==> src/rtl/adc_seq_pkg.sv <==
// Package: shared mode encoding and default sequence lengths for the sequencer.
package adc_seq_pkg;

    typedef enum logic [1:0] {
        MODE_SINGLE = 2'd0,
        MODE_FREE   = 2'd1,
        MODE_AUTO   = 2'd2,
        MODE_RSVD   = 2'd3
    } conv_mode_e;

    localparam int FIRST_LEN_DEF = 25;
    localparam int NORM_LEN_DEF  = 13;
    localparam int FIRST_SH_DEF  = 14;
    localparam int NORM_SH_DEF   = 4;
    localparam int AUTO_SH_DEF   = 2;

endpackage

==> src/rtl/adc_prescaler.sv <==
// Module: adc_prescaler
// Divides the system clock by 2^(psel+1) and produces one-cycle rise and fall
// ticks of the conversion clock, plus a registered square-wave copy.
// Assumes psel <= CNT_W-1. The counter is cleared while disabled or on restart.
module adc_prescaler #(
    parameter int SEL_W = 3,
    localparam int CNT_W = (1 << SEL_W) - 1
) (
    input  logic             clk,
    input  logic             rst_n,
    input  logic             enable,
    input  logic             restart,
    input  logic [SEL_W-1:0] psel,
    output logic             rise,
    output logic             fall,
    output logic             conv_clk
);

    logic [CNT_W-1:0] cnt;
    logic [CNT_W-1:0] mask;
    logic [CNT_W-1:0] half;

    // Build the modulo mask: one bit per divider stage at or below psel.
    for (genvar i = 0; i < CNT_W; i++) begin : g_mask
        assign mask[i] = (psel >= SEL_W'(i));
    end

    assign half = mask >> 1;
    assign rise = enable && ((cnt & mask) == mask);
    assign fall = enable && ((cnt & mask) == half);

    // Free-running divider count, cleared when disabled or resynchronised.
    always_ff @(posedge clk) begin
        if (!rst_n || !enable || restart) begin
            cnt <= '0;
        end else begin
            cnt <= cnt + 1'b1;
        end
    end

    // Square-wave conversion clock, aligned with the ticks.
    always_ff @(posedge clk) begin
        if (!rst_n || !enable || restart) begin
            conv_clk <= 1'b0;
        end else if (rise) begin
            conv_clk <= 1'b1;
        end else if (fall) begin
            conv_clk <= 1'b0;
        end
    end

endmodule

==> src/rtl/adc_trig_sync.sv <==
// Module: adc_trig_sync
// Brings the asynchronous trigger into the clock domain through two flops and
// registers a rising-edge pulse. Total latency from the first sampling edge to
// the usable pulse is three edges. Assumes trigger pulses last at least 2 cycles.
module adc_trig_sync (
    input  logic clk,
    input  logic rst_n,
    input  logic trig_in,
    output logic trig_edge
);

    logic meta_q;
    logic sync_q;
    logic prev_q;

    // Two-flop synchroniser followed by the previous-value flop.
    always_ff @(posedge clk) begin
        if (!rst_n) begin
            meta_q <= 1'b0;
            sync_q <= 1'b0;
            prev_q <= 1'b0;
        end else begin
            meta_q <= trig_in;
            sync_q <= meta_q;
            prev_q <= sync_q;
        end
    end

    // Registered rising-edge pulse.
    always_ff @(posedge clk) begin
        if (!rst_n) begin
            trig_edge <= 1'b0;
        end else begin
            trig_edge <= sync_q && !prev_q;
        end
    end

endmodule

==> src/rtl/adc_conv_fsm.sv <==
// Module: adc_conv_fsm
// Counts conversion-clock cycles within a conversion and places the sample and
// latch strobes. Tracks whether the next conversion is the first since enable.
// Assumes rise/fall are one-cycle ticks and never fire while enable is low.
module adc_conv_fsm #(
    parameter int FIRST_LEN = adc_seq_pkg::FIRST_LEN_DEF,
    parameter int NORM_LEN  = adc_seq_pkg::NORM_LEN_DEF,
    parameter int FIRST_SH  = adc_seq_pkg::FIRST_SH_DEF,
    parameter int NORM_SH   = adc_seq_pkg::NORM_SH_DEF,
    parameter int AUTO_SH   = adc_seq_pkg::AUTO_SH_DEF,
    localparam int CYC_W    = $clog2(FIRST_LEN + 1)
) (
    input  logic clk,
    input  logic rst_n,
    input  logic enable,
    input  logic free_mode,
    input  logic trig_go,
    input  logic start_bit,
    input  logic rise,
    input  logic fall,
    output logic busy,
    output logic conv_start,
    output logic conv_done,
    output logic sh_strobe,
    output logic latch_strobe
);

    logic [CYC_W-1:0] cyc;
    logic             first;
    logic             auto_run;
    logic [CYC_W-1:0] len;
    logic             sample_hit;

    assign len        = first ? CYC_W'(FIRST_LEN) : CYC_W'(NORM_LEN);
    assign conv_start = enable && !busy && (trig_go || (start_bit && rise));
    assign conv_done  = enable && busy && rise && (cyc == len);

    // Select the sample point: a rising tick for a triggered run, else a falling one.
    always_comb begin
        if (auto_run && !first) begin
            sample_hit = rise && (cyc == CYC_W'(AUTO_SH));
        end else if (first) begin
            sample_hit = fall && (cyc == CYC_W'(FIRST_SH));
        end else begin
            sample_hit = fall && (cyc == CYC_W'(NORM_SH));
        end
    end

    // Conversion state: busy, cycle count, first-conversion and trigger-run flags.
    always_ff @(posedge clk) begin
        if (!rst_n || !enable) begin
            busy     <= 1'b0;
            cyc      <= '0;
            first    <= 1'b1;
            auto_run <= 1'b0;
        end else if (conv_start) begin
            busy     <= 1'b1;
            cyc      <= CYC_W'(1);
            auto_run <= trig_go;
        end else if (conv_done) begin
            first    <= 1'b0;
            auto_run <= 1'b0;
            cyc      <= free_mode ? CYC_W'(1) : '0;
            busy     <= free_mode;
        end else if (busy && rise) begin
            cyc <= cyc + 1'b1;
        end
    end

    // One-cycle strobe outputs.
    always_ff @(posedge clk) begin
        if (!rst_n || !enable) begin
            sh_strobe    <= 1'b0;
            latch_strobe <= 1'b0;
        end else begin
            sh_strobe    <= busy && sample_hit;
            latch_strobe <= conv_done;
        end
    end

endmodule

==> src/rtl/adc_seq_top.sv <==
// Module: adc_seq_top
// Conversion timing sequencer: a divider, a trigger synchroniser and a cycle
// sequencer, plus the start bit, the completion flag, the result register and
// the input-selection latches. Single clock domain, synchronous active-low reset.
module adc_seq_top #(
    parameter int SEL_W = 3,
    parameter int RES_W = 10,
    parameter int CH_W  = 5,
    parameter int REF_W = 2
) (
    input  logic             clk,
    input  logic             rst_n,
    input  logic             enable,
    input  logic             start_set,
    input  logic [1:0]       mode,
    input  logic [SEL_W-1:0] psel,
    input  logic             trig_in,
    input  logic             flag_clr,
    input  logic [CH_W-1:0]  chan_sel,
    input  logic [REF_W-1:0] ref_sel,
    input  logic [RES_W-1:0] sar_data,
    output logic             conv_clk,
    output logic             busy,
    output logic             start_bit,
    output logic             sh_strobe,
    output logic             latch_strobe,
    output logic             done_flag,
    output logic [RES_W-1:0] result,
    output logic [CH_W-1:0]  chan_lat,
    output logic [REF_W-1:0] ref_lat
);
    import adc_seq_pkg::*;

    conv_mode_e mode_e;
    logic       rise;
    logic       fall;
    logic       trig_edge;
    logic       trig_go;
    logic       free_mode;
    logic       conv_start;
    logic       conv_done;

    assign mode_e    = conv_mode_e'(mode);
    assign free_mode = (mode_e == MODE_FREE);
    assign trig_go   = trig_edge && enable && !busy && (mode_e == MODE_AUTO);

    adc_prescaler #(.SEL_W(SEL_W)) u_div (
        .clk      (clk),
        .rst_n    (rst_n),
        .enable   (enable),
        .restart  (trig_go),
        .psel     (psel),
        .rise     (rise),
        .fall     (fall),
        .conv_clk (conv_clk)
    );

    adc_trig_sync u_trig (
        .clk       (clk),
        .rst_n     (rst_n),
        .trig_in   (trig_in),
        .trig_edge (trig_edge)
    );

    adc_conv_fsm u_fsm (
        .clk          (clk),
        .rst_n        (rst_n),
        .enable       (enable),
        .free_mode    (free_mode),
        .trig_go      (trig_go),
        .start_bit    (start_bit),
        .rise         (rise),
        .fall         (fall),
        .busy         (busy),
        .conv_start   (conv_start),
        .conv_done    (conv_done),
        .sh_strobe    (sh_strobe),
        .latch_strobe (latch_strobe)
    );

    // Start bit: set by software or trigger, cleared by a non-free completion or disable.
    always_ff @(posedge clk) begin
        if (!rst_n || !enable) begin
            start_bit <= 1'b0;
        end else if (conv_done && !free_mode) begin
            start_bit <= 1'b0;
        end else if (start_set || trig_go) begin
            start_bit <= 1'b1;
        end
    end

    // Sticky completion flag; a completion outranks a same-cycle clear.
    always_ff @(posedge clk) begin
        if (!rst_n) begin
            done_flag <= 1'b0;
        end else if (conv_done) begin
            done_flag <= 1'b1;
        end else if (flag_clr) begin
            done_flag <= 1'b0;
        end
    end

    // Result capture at completion.
    always_ff @(posedge clk) begin
        if (!rst_n) begin
            result <= '0;
        end else if (conv_done) begin
            result <= sar_data;
        end
    end

    // Channel and reference latched whenever a conversion begins.
    always_ff @(posedge clk) begin
        if (!rst_n) begin
            chan_lat <= '0;
            ref_lat  <= '0;
        end else if (conv_start || (conv_done && free_mode)) begin
            chan_lat <= chan_sel;
            ref_lat  <= ref_sel;
        end
    end

endmodule

==> config.mk <==
export PLATFORM = sky130hd
export DESIGN_NAME = adc_seq_top
export DESIGN_NICKNAME = d
export VERILOG_FILES = /design/src/rtl/adc_seq_pkg.sv /design/src/rtl/adc_prescaler.sv /design/src/rtl/adc_trig_sync.sv /design/src/rtl/adc_conv_fsm.sv /design/src/rtl/adc_seq_top.sv
export SDC_FILE = /design/constraint.sdc
export NUM_CORES = 1
export LEC_CHECK = 0
export BUFFER_PORTS_ARGS = -buffer_cell sky130_fd_sc_hd__buf_2
export CAP_MARGIN = 5
export CORE_MARGIN = 2
export CORE_UTILIZATION = 45
export DETAILED_ROUTE_END_ITERATION = 7
export PLACE_DENSITY_LB_ADDON = 0.3
export SLEW_MARGIN = 20
export SYNTH_ARGS = -nofsm -noshare
export SYNTH_HDL_FRONTEND = slang
export SYNTH_SLANG_ARGS = --single-unit
==> constraint.sdc <==
create_clock -name clk -period 2.35 [get_ports clk]
set_input_delay 0.235 -clock clk [delete_from_list [all_inputs] [get_ports clk]]
set_output_delay 0.235 -clock clk [all_outputs]
set_load 0.1 [all_outputs]
# ---- Word level (Yosys, flattened, before mapping)
# Cells that the tools add are included.
dict set report totals {
  register_bits 41
  word_cells 91
}
dict set report op_classes {
  n_addsub 2
  order_cmp 7
  n_eq_ne 8
  n_mux 15
  n_bitwise 2
  n_reduce_logical 39
}
# cell count
set ops {}
lappend ops {{logical AND 1 bit} 20}
lappend ops {{two-way mux 5 bit} 3}
lappend ops {{two-way mux 1 bit} 12}
lappend ops {{>= comparator 3 bit, second input constant} 3}
lappend ops {{nonzero test 2 bit} 4}
lappend ops {{adder 7 x 1 -> 7 bit, second input constant} 1}
lappend ops {{bitwise AND 7 bit} 1}
lappend ops {{== test 7 x 6 -> 1 bit} 1}
lappend ops {{== test 7 bit} 1}
lappend ops {{>= comparator 3 x 1 -> 1 bit, second input constant} 2}
lappend ops {{>= comparator 3 x 2 -> 1 bit, second input constant} 2}
lappend ops {{logical NOT 1 bit} 6}
lappend ops {{adder 5 x 1 -> 5 bit, second input constant} 1}
lappend ops {{== test 5 x 2 -> 1 bit, second input constant} 1}
lappend ops {{== test 5 x 3 -> 1 bit, second input constant} 1}
lappend ops {{== test 5 x 4 -> 1 bit, second input constant} 1}
lappend ops {{== test 5 bit} 1}
lappend ops {{logical OR 1 bit} 5}
lappend ops {{OR reduction 2 bit} 2}
lappend ops {{nonzero test 3 bit} 1}
lappend ops {{== test 2 x 1 -> 1 bit, second input constant} 1}
lappend ops {{== test 2 bit, second input constant} 1}
lappend ops {{AND reduction 2 bit} 1}
lappend ops {{NOT 1 bit} 1}

# ---- Depth between registers and ports, before layout
dict set report logic_depth {
  ltp_word 9
  ltp_mapped 7
}

# ---- Cells and area by module
# A second synthesis with hierarchy kept.
dict set report unflattened {
  hier_cells 217
  area_unflattened_um2 1938.1
}
# mod instances cells_each area_per_inst_um2 seq_area_each_um2
set modules_own_cells {}
lappend modules_own_cells {adc_seq_top 1 74 770.7 380.4}
lappend modules_own_cells {adc_conv_fsm 1 73 563.0 200.2}
lappend modules_own_cells {adc_prescaler 1 62 493.0 160.2}
lappend modules_own_cells {adc_trig_sync 1 8 111.4 80.1}

# ---- Worst setup path after synthesis
# Ideal clock, no wire load.
dict set report synth_timing {
  path_kind {reg2reg}
  startpoint {register u_fsm.busy}
  endpoint {register result[5]}
  setup_time_ps 120
  arrival_ps 2348
  path_slack_ps -118
  path_stages_with_launch 6
  synth_period_minus_slack_ps 2468
  path_cell_list {dfxtp_1 o2111ai_1 nor4_4 buf_6 mux2i_1 nor2b_1}
}
dict set report synth_via {
  elab_chain_len 3
}
# item line_no
set synth_rtl {}
lappend synth_rtl {{start, declared} adc_conv_fsm.sv:21} ;# output logic busy,
lappend synth_rtl {{start signal, assigned} adc_conv_fsm.sv:64} ;# busy <= free_mode;
lappend synth_rtl {{logical AND 1 bit (3 in a row)} adc_conv_fsm.sv:36} ;# assign conv_done = enable && busy && rise && (cyc == len);
lappend synth_rtl {{end signal, assigned} adc_seq_top.sv:108} ;# result <= sar_data;
lappend synth_rtl {{end, declared} adc_seq_top.sv:28} ;# output logic [RES_W-1:0] result,
# Every way passes these cells.
# A chain may end at the register's enable or synchronous reset.

# ---- Final worst setup path
dict set report layout_timing {
  startpoint {register u_fsm.cyc[2]}
  endpoint {register chan_lat[4]}
}
dict set report layout_via {
  elab_chain_len 4
}
# item line_no
set layout_rtl {}
lappend layout_rtl {{start, declared} adc_conv_fsm.sv:28} ;# logic [CYC_W-1:0] cyc;
lappend layout_rtl {{start signal, assigned} adc_conv_fsm.sv:63} ;# cyc <= free_mode ? CYC_W'(1) : '0;
lappend layout_rtl {{start signal, assigned} adc_conv_fsm.sv:66} ;# cyc <= cyc + 1'b1;
lappend layout_rtl {{== test 5 bit} adc_conv_fsm.sv:36}
lappend layout_rtl {{logical AND 1 bit} adc_conv_fsm.sv:36}
lappend layout_rtl {{logical AND 1 bit} adc_seq_top.sv:117} ;# end else if (conv_start || (conv_done && free_mode)) begin
lappend layout_rtl {{logical OR 1 bit} adc_seq_top.sv:117}
lappend layout_rtl {{end signal, assigned} adc_seq_top.sv:118} ;# chan_lat <= chan_sel;
lappend layout_rtl {{end, declared} adc_seq_top.sv:29} ;# output logic [CH_W-1:0] chan_lat,
# Every way passes these cells.

==> impl_metrics.tcl <==
set metrics [dict create \
    status "complete, no violations" \
    r2r_cells 5 \
    ys_warn_count 0 \
    place_hpwl_um 2884 \
    avgSynthCellArea_um2 9.597 \
    die_y_um 68.82 \
    fin_area_um2 2344 \
    netlist-cell-type-count 46 \
    startpoint_type "flop" \
    async_reset_ff_share_pct 0 \
    fill_cells 386 \
    critical-path-top-delay-family "compound AO/OA/AOI/OAI gates" \
    min_period_over_period_pct 86.53 \
    drive_gt1_share_pct 27.24 \
    diodes 0 \
    drtPass1Iterations 4 \
    slew_violations 0 \
    hold_buffers 0 \
    totalNegativeSetupSlack_ns 0 \
    worstPathCellList "and3b_1 -> o211ai_1 -> nor2_1 -> a221oi_4 -> mux2i_1" \
    wl_per_cell_um 12.65 \
    pwr-share-comb_pct 6.6 \
    reg2reg_from "u_fsm.cyc[2]" \
    wl_met2_um 1729 \
    finalNetCount 288 \
    critPathKind "reg -> reg" \
    crit_buf_inv 0 \
    syn_inst 197 \
    synth-main-ff-cell "dfxtp_1" \
    rrSetupSlack_ns 0.32 \
    hp-start "trig_in" \
    die-width_um 68.82 \
    cts_sinks 41 \
    synth-edff-count 0 \
    grt_max_degree 31 \
    clockRootBuffer "clkbuf_8" \
    peakVddDrop_v 0.0004037 \
    synth_nets 229 \
    slew_headroom_pct 62.92 \
    tightestPinTransition_ns 0.5562 \
    p_sw_share_pct 21.49 \
    core-area_um2 4029 \
    fin_skew_ns 0.004138 \
    cts_tree "done" \
    initial_utilization_pct 46.93 \
    met3RoutedLength_um 285 \
    syn-cell-area_um2 1891 \
    clk_latency_ns 0.29 \
    ys_ff_latch 41 \
    wl_um 3885 \
    place_area_um2 2227 \
    min_period_ns 2.033 \
    drc_errors 0 \
    setup_violations 0 \
    portBuffers 50 \
    drtIter0Drc 52 \
    gp_congestion 0.8754 \
    hold_violations 0 \
    grtUsageTotal_pct 18.56 \
    ios 51 \
    fp-row-count 23 \
    holdPathEnd "u_trig.meta_q" \
    first_global_vias 1468 \
    vias 1591 \
    worst_hold_slack_ns 0.1490 \
    min_path_type "in -> reg" \
    p_int_mw 1.084 \
    cts_setup_buffers 0 \
    p_leak_nw 0.9965 \
    power_density_nw_per_um2 589.4 \
    fmax_mhz 491.8 \
    grt_setup_unrepaired "false" \
    switchingPower_mw 0.2968 \
    maxCapViolations 0 \
    grt_pass1_wl_um 6527 \
    arrival_ns 2.26 \
    path_clk_slew_ns 0.08 \
    yosysSeqAreaShare_pct 43.41 \
    seqPwrFrac_pct 50.9 \
    htreeDepth 2 \
    drt-met1-wl_um 1805 \
    reg2reg_to "chan_lat[4]" \
    grt_antenna_before_repair 0 \
    avgViaCountPerCell 5.182 \
    crit_cells 5 \
    whs_path_depth 2 \
    cp_max_fo 8 \
    cp_slowest_stage_delay_ns 0.54 \
    end_kind "flop" \
    die_area_um2 4736 \
    crit_slowest_cell "a221oi_4" \
    cp.required_ns 2.57 \
    clk_path_buf_depth 2 \
    cts_resized 0 \
    ant_nets 0 \
    area_growth_pct 23.96 \
    grt-ovfl-total 0 \
    clkPwrFrac_pct 42.5 \
    numCtsBuffers 5 \
    top_layer "met4" \
]
[area by class of cell]
class / instances / area (µm²) / share of cell area (%)
clock inverters: 1 / 30.03 / 1.281
repair buffers: 56 / 295.3 / 12.60
inverters: 6 / 22.52 / 0.9610
multi-input cells: 146 / 1025 / 43.73
well taps: 50 / 62.56 / 2.670
flip-flops and latches: 41 / 822.0 / 35.08
clock buffers: 7 / 86.33 / 3.684
[how the worst max path moves through the flow]
stage	slack [ns]	endpoint	from
after detailed placement	0.32	chan_lat[4]	u_fsm.cyc[2]
after CTS	0.32	chan_lat[4]	u_fsm.cyc[2]
after global placement	0.41	u_fsm.sh_strobe	psel[0]
after global routing	0.13	u_fsm.sh_strobe	u_div.cnt[1]
after floorplan	0.30	result[5]	u_fsm.busy
final	0.32	chan_lat[4]	u_fsm.cyc[2]
[registers in the layout (all words and copies together) (netlist names)]
name and cells:
chan_lat 5, done_flag 1, ref_lat 2, result 10
start_bit 1, u_div.cnt 7, u_div.conv_clk 1, u_fsm.auto_run 1
u_fsm.busy 1, u_fsm.cyc 5, u_fsm.first 1, u_fsm.latch_strobe 1
u_fsm.sh_strobe 1, u_trig.meta_q 1, u_trig.prev_q 1, u_trig.sync_q 1
u_trig.trig_edge 1
[power by group through the flow]
stage | clock network, mW | logic [mW] | registers [mW]
detailed placement | 0 | 0.0912 | 0.720
global placement | 0 | 0.0901 | 0.720
floorplan | 0 | 0.0426 | 0.729
finish | 0.587 | 0.0907 | 0.704
global route | 0.630 | 0.101 | 0.704
CTS | 0.596 | 0.0916 | 0.703
[metrics by stage]
stage,instances,power (mW),utilization (%),setup WS [ns]
finish,307,1.381,58.17,0.3166
global route,307,1.436,58.17,0.1262
CTS,307,1.391,58.17,0.3172
detailed placement,299,0.8112,55.28,0.3163
global placement,299,0.8099,55.28,0.4079
floorplan,197,0.7713,-,0.2960
[placed cells by master (no fill, tap or decap), types with 3 or more instances in the layout]
| cell type | Yosys | routed |
|---|---|---|
| a21oi_1 | 4 | 4 |
| and2_1 | 5 | 5 |
| and3_1 | 3 | 3 |
| buf_2 | 0 | 50 |
| buf_4 | 0 | 6 |
| clkbuf_8 | 0 | 6 |
| dfxtp_1 | 41 | 40 |
| ha_1 | 4 | 4 |
| inv_1 | 6 | 6 |
| mux2i_1 | 17 | 17 |
| nand2_1 | 19 | 19 |
| nand2b_1 | 6 | 6 |
| nand3_1 | 7 | 7 |
| nor2_1 | 13 | 13 |
| nor2b_1 | 17 | 17 |
| nor4_1 | 5 | 5 |
| xnor2_1 | 6 | 6 |
[Yosys cell counts (all sizes together) (3+ instances only)]
cell,n,area share (%)
dfxtp,41,43
a21oi,4,1.1
nor2,13,2.6
ha,4,2.6
nand2b,6,2.0
mux2i,17,9.0
nand3,7,1.9
xnor2,6,2.8
nor3,3,1.1
nand2,19,3.8
o21ai,3,0.99
clkbuf,3,0.60
and3,3,0.99
inv,6,1.2
and2,5,1.7
nor4,6,2.8
nor2b,17,5.6
[cells by family (layout without fill, tap and decap cells)]
kind of cell / after synthesis / count (layout) / synth area share [%]
xor+xnor: 8 / 8 / 3.706
flops: 41 / 41 / 43.42
fa+ha+maj: 4 / 4 / 2.647
mux: 17 / 17 / 9.000
buf+inv: 10 / 70 / 2.382
simple gates: 89 / 89 / 26.41
compound gates: 28 / 28 / 12.44
[routing by layer]
| metal | track usage, % | vias up |
|---|---|---|
| li1 | - | 809 |
| met1 | 24.34 | 720 |
| met2 | 28.37 | 55 |
| met3 | 5.195 | 7 |
| met4 | 8.333 | 0 |
| met5 | 0 | - |
(Power assumes the default switching activity.)
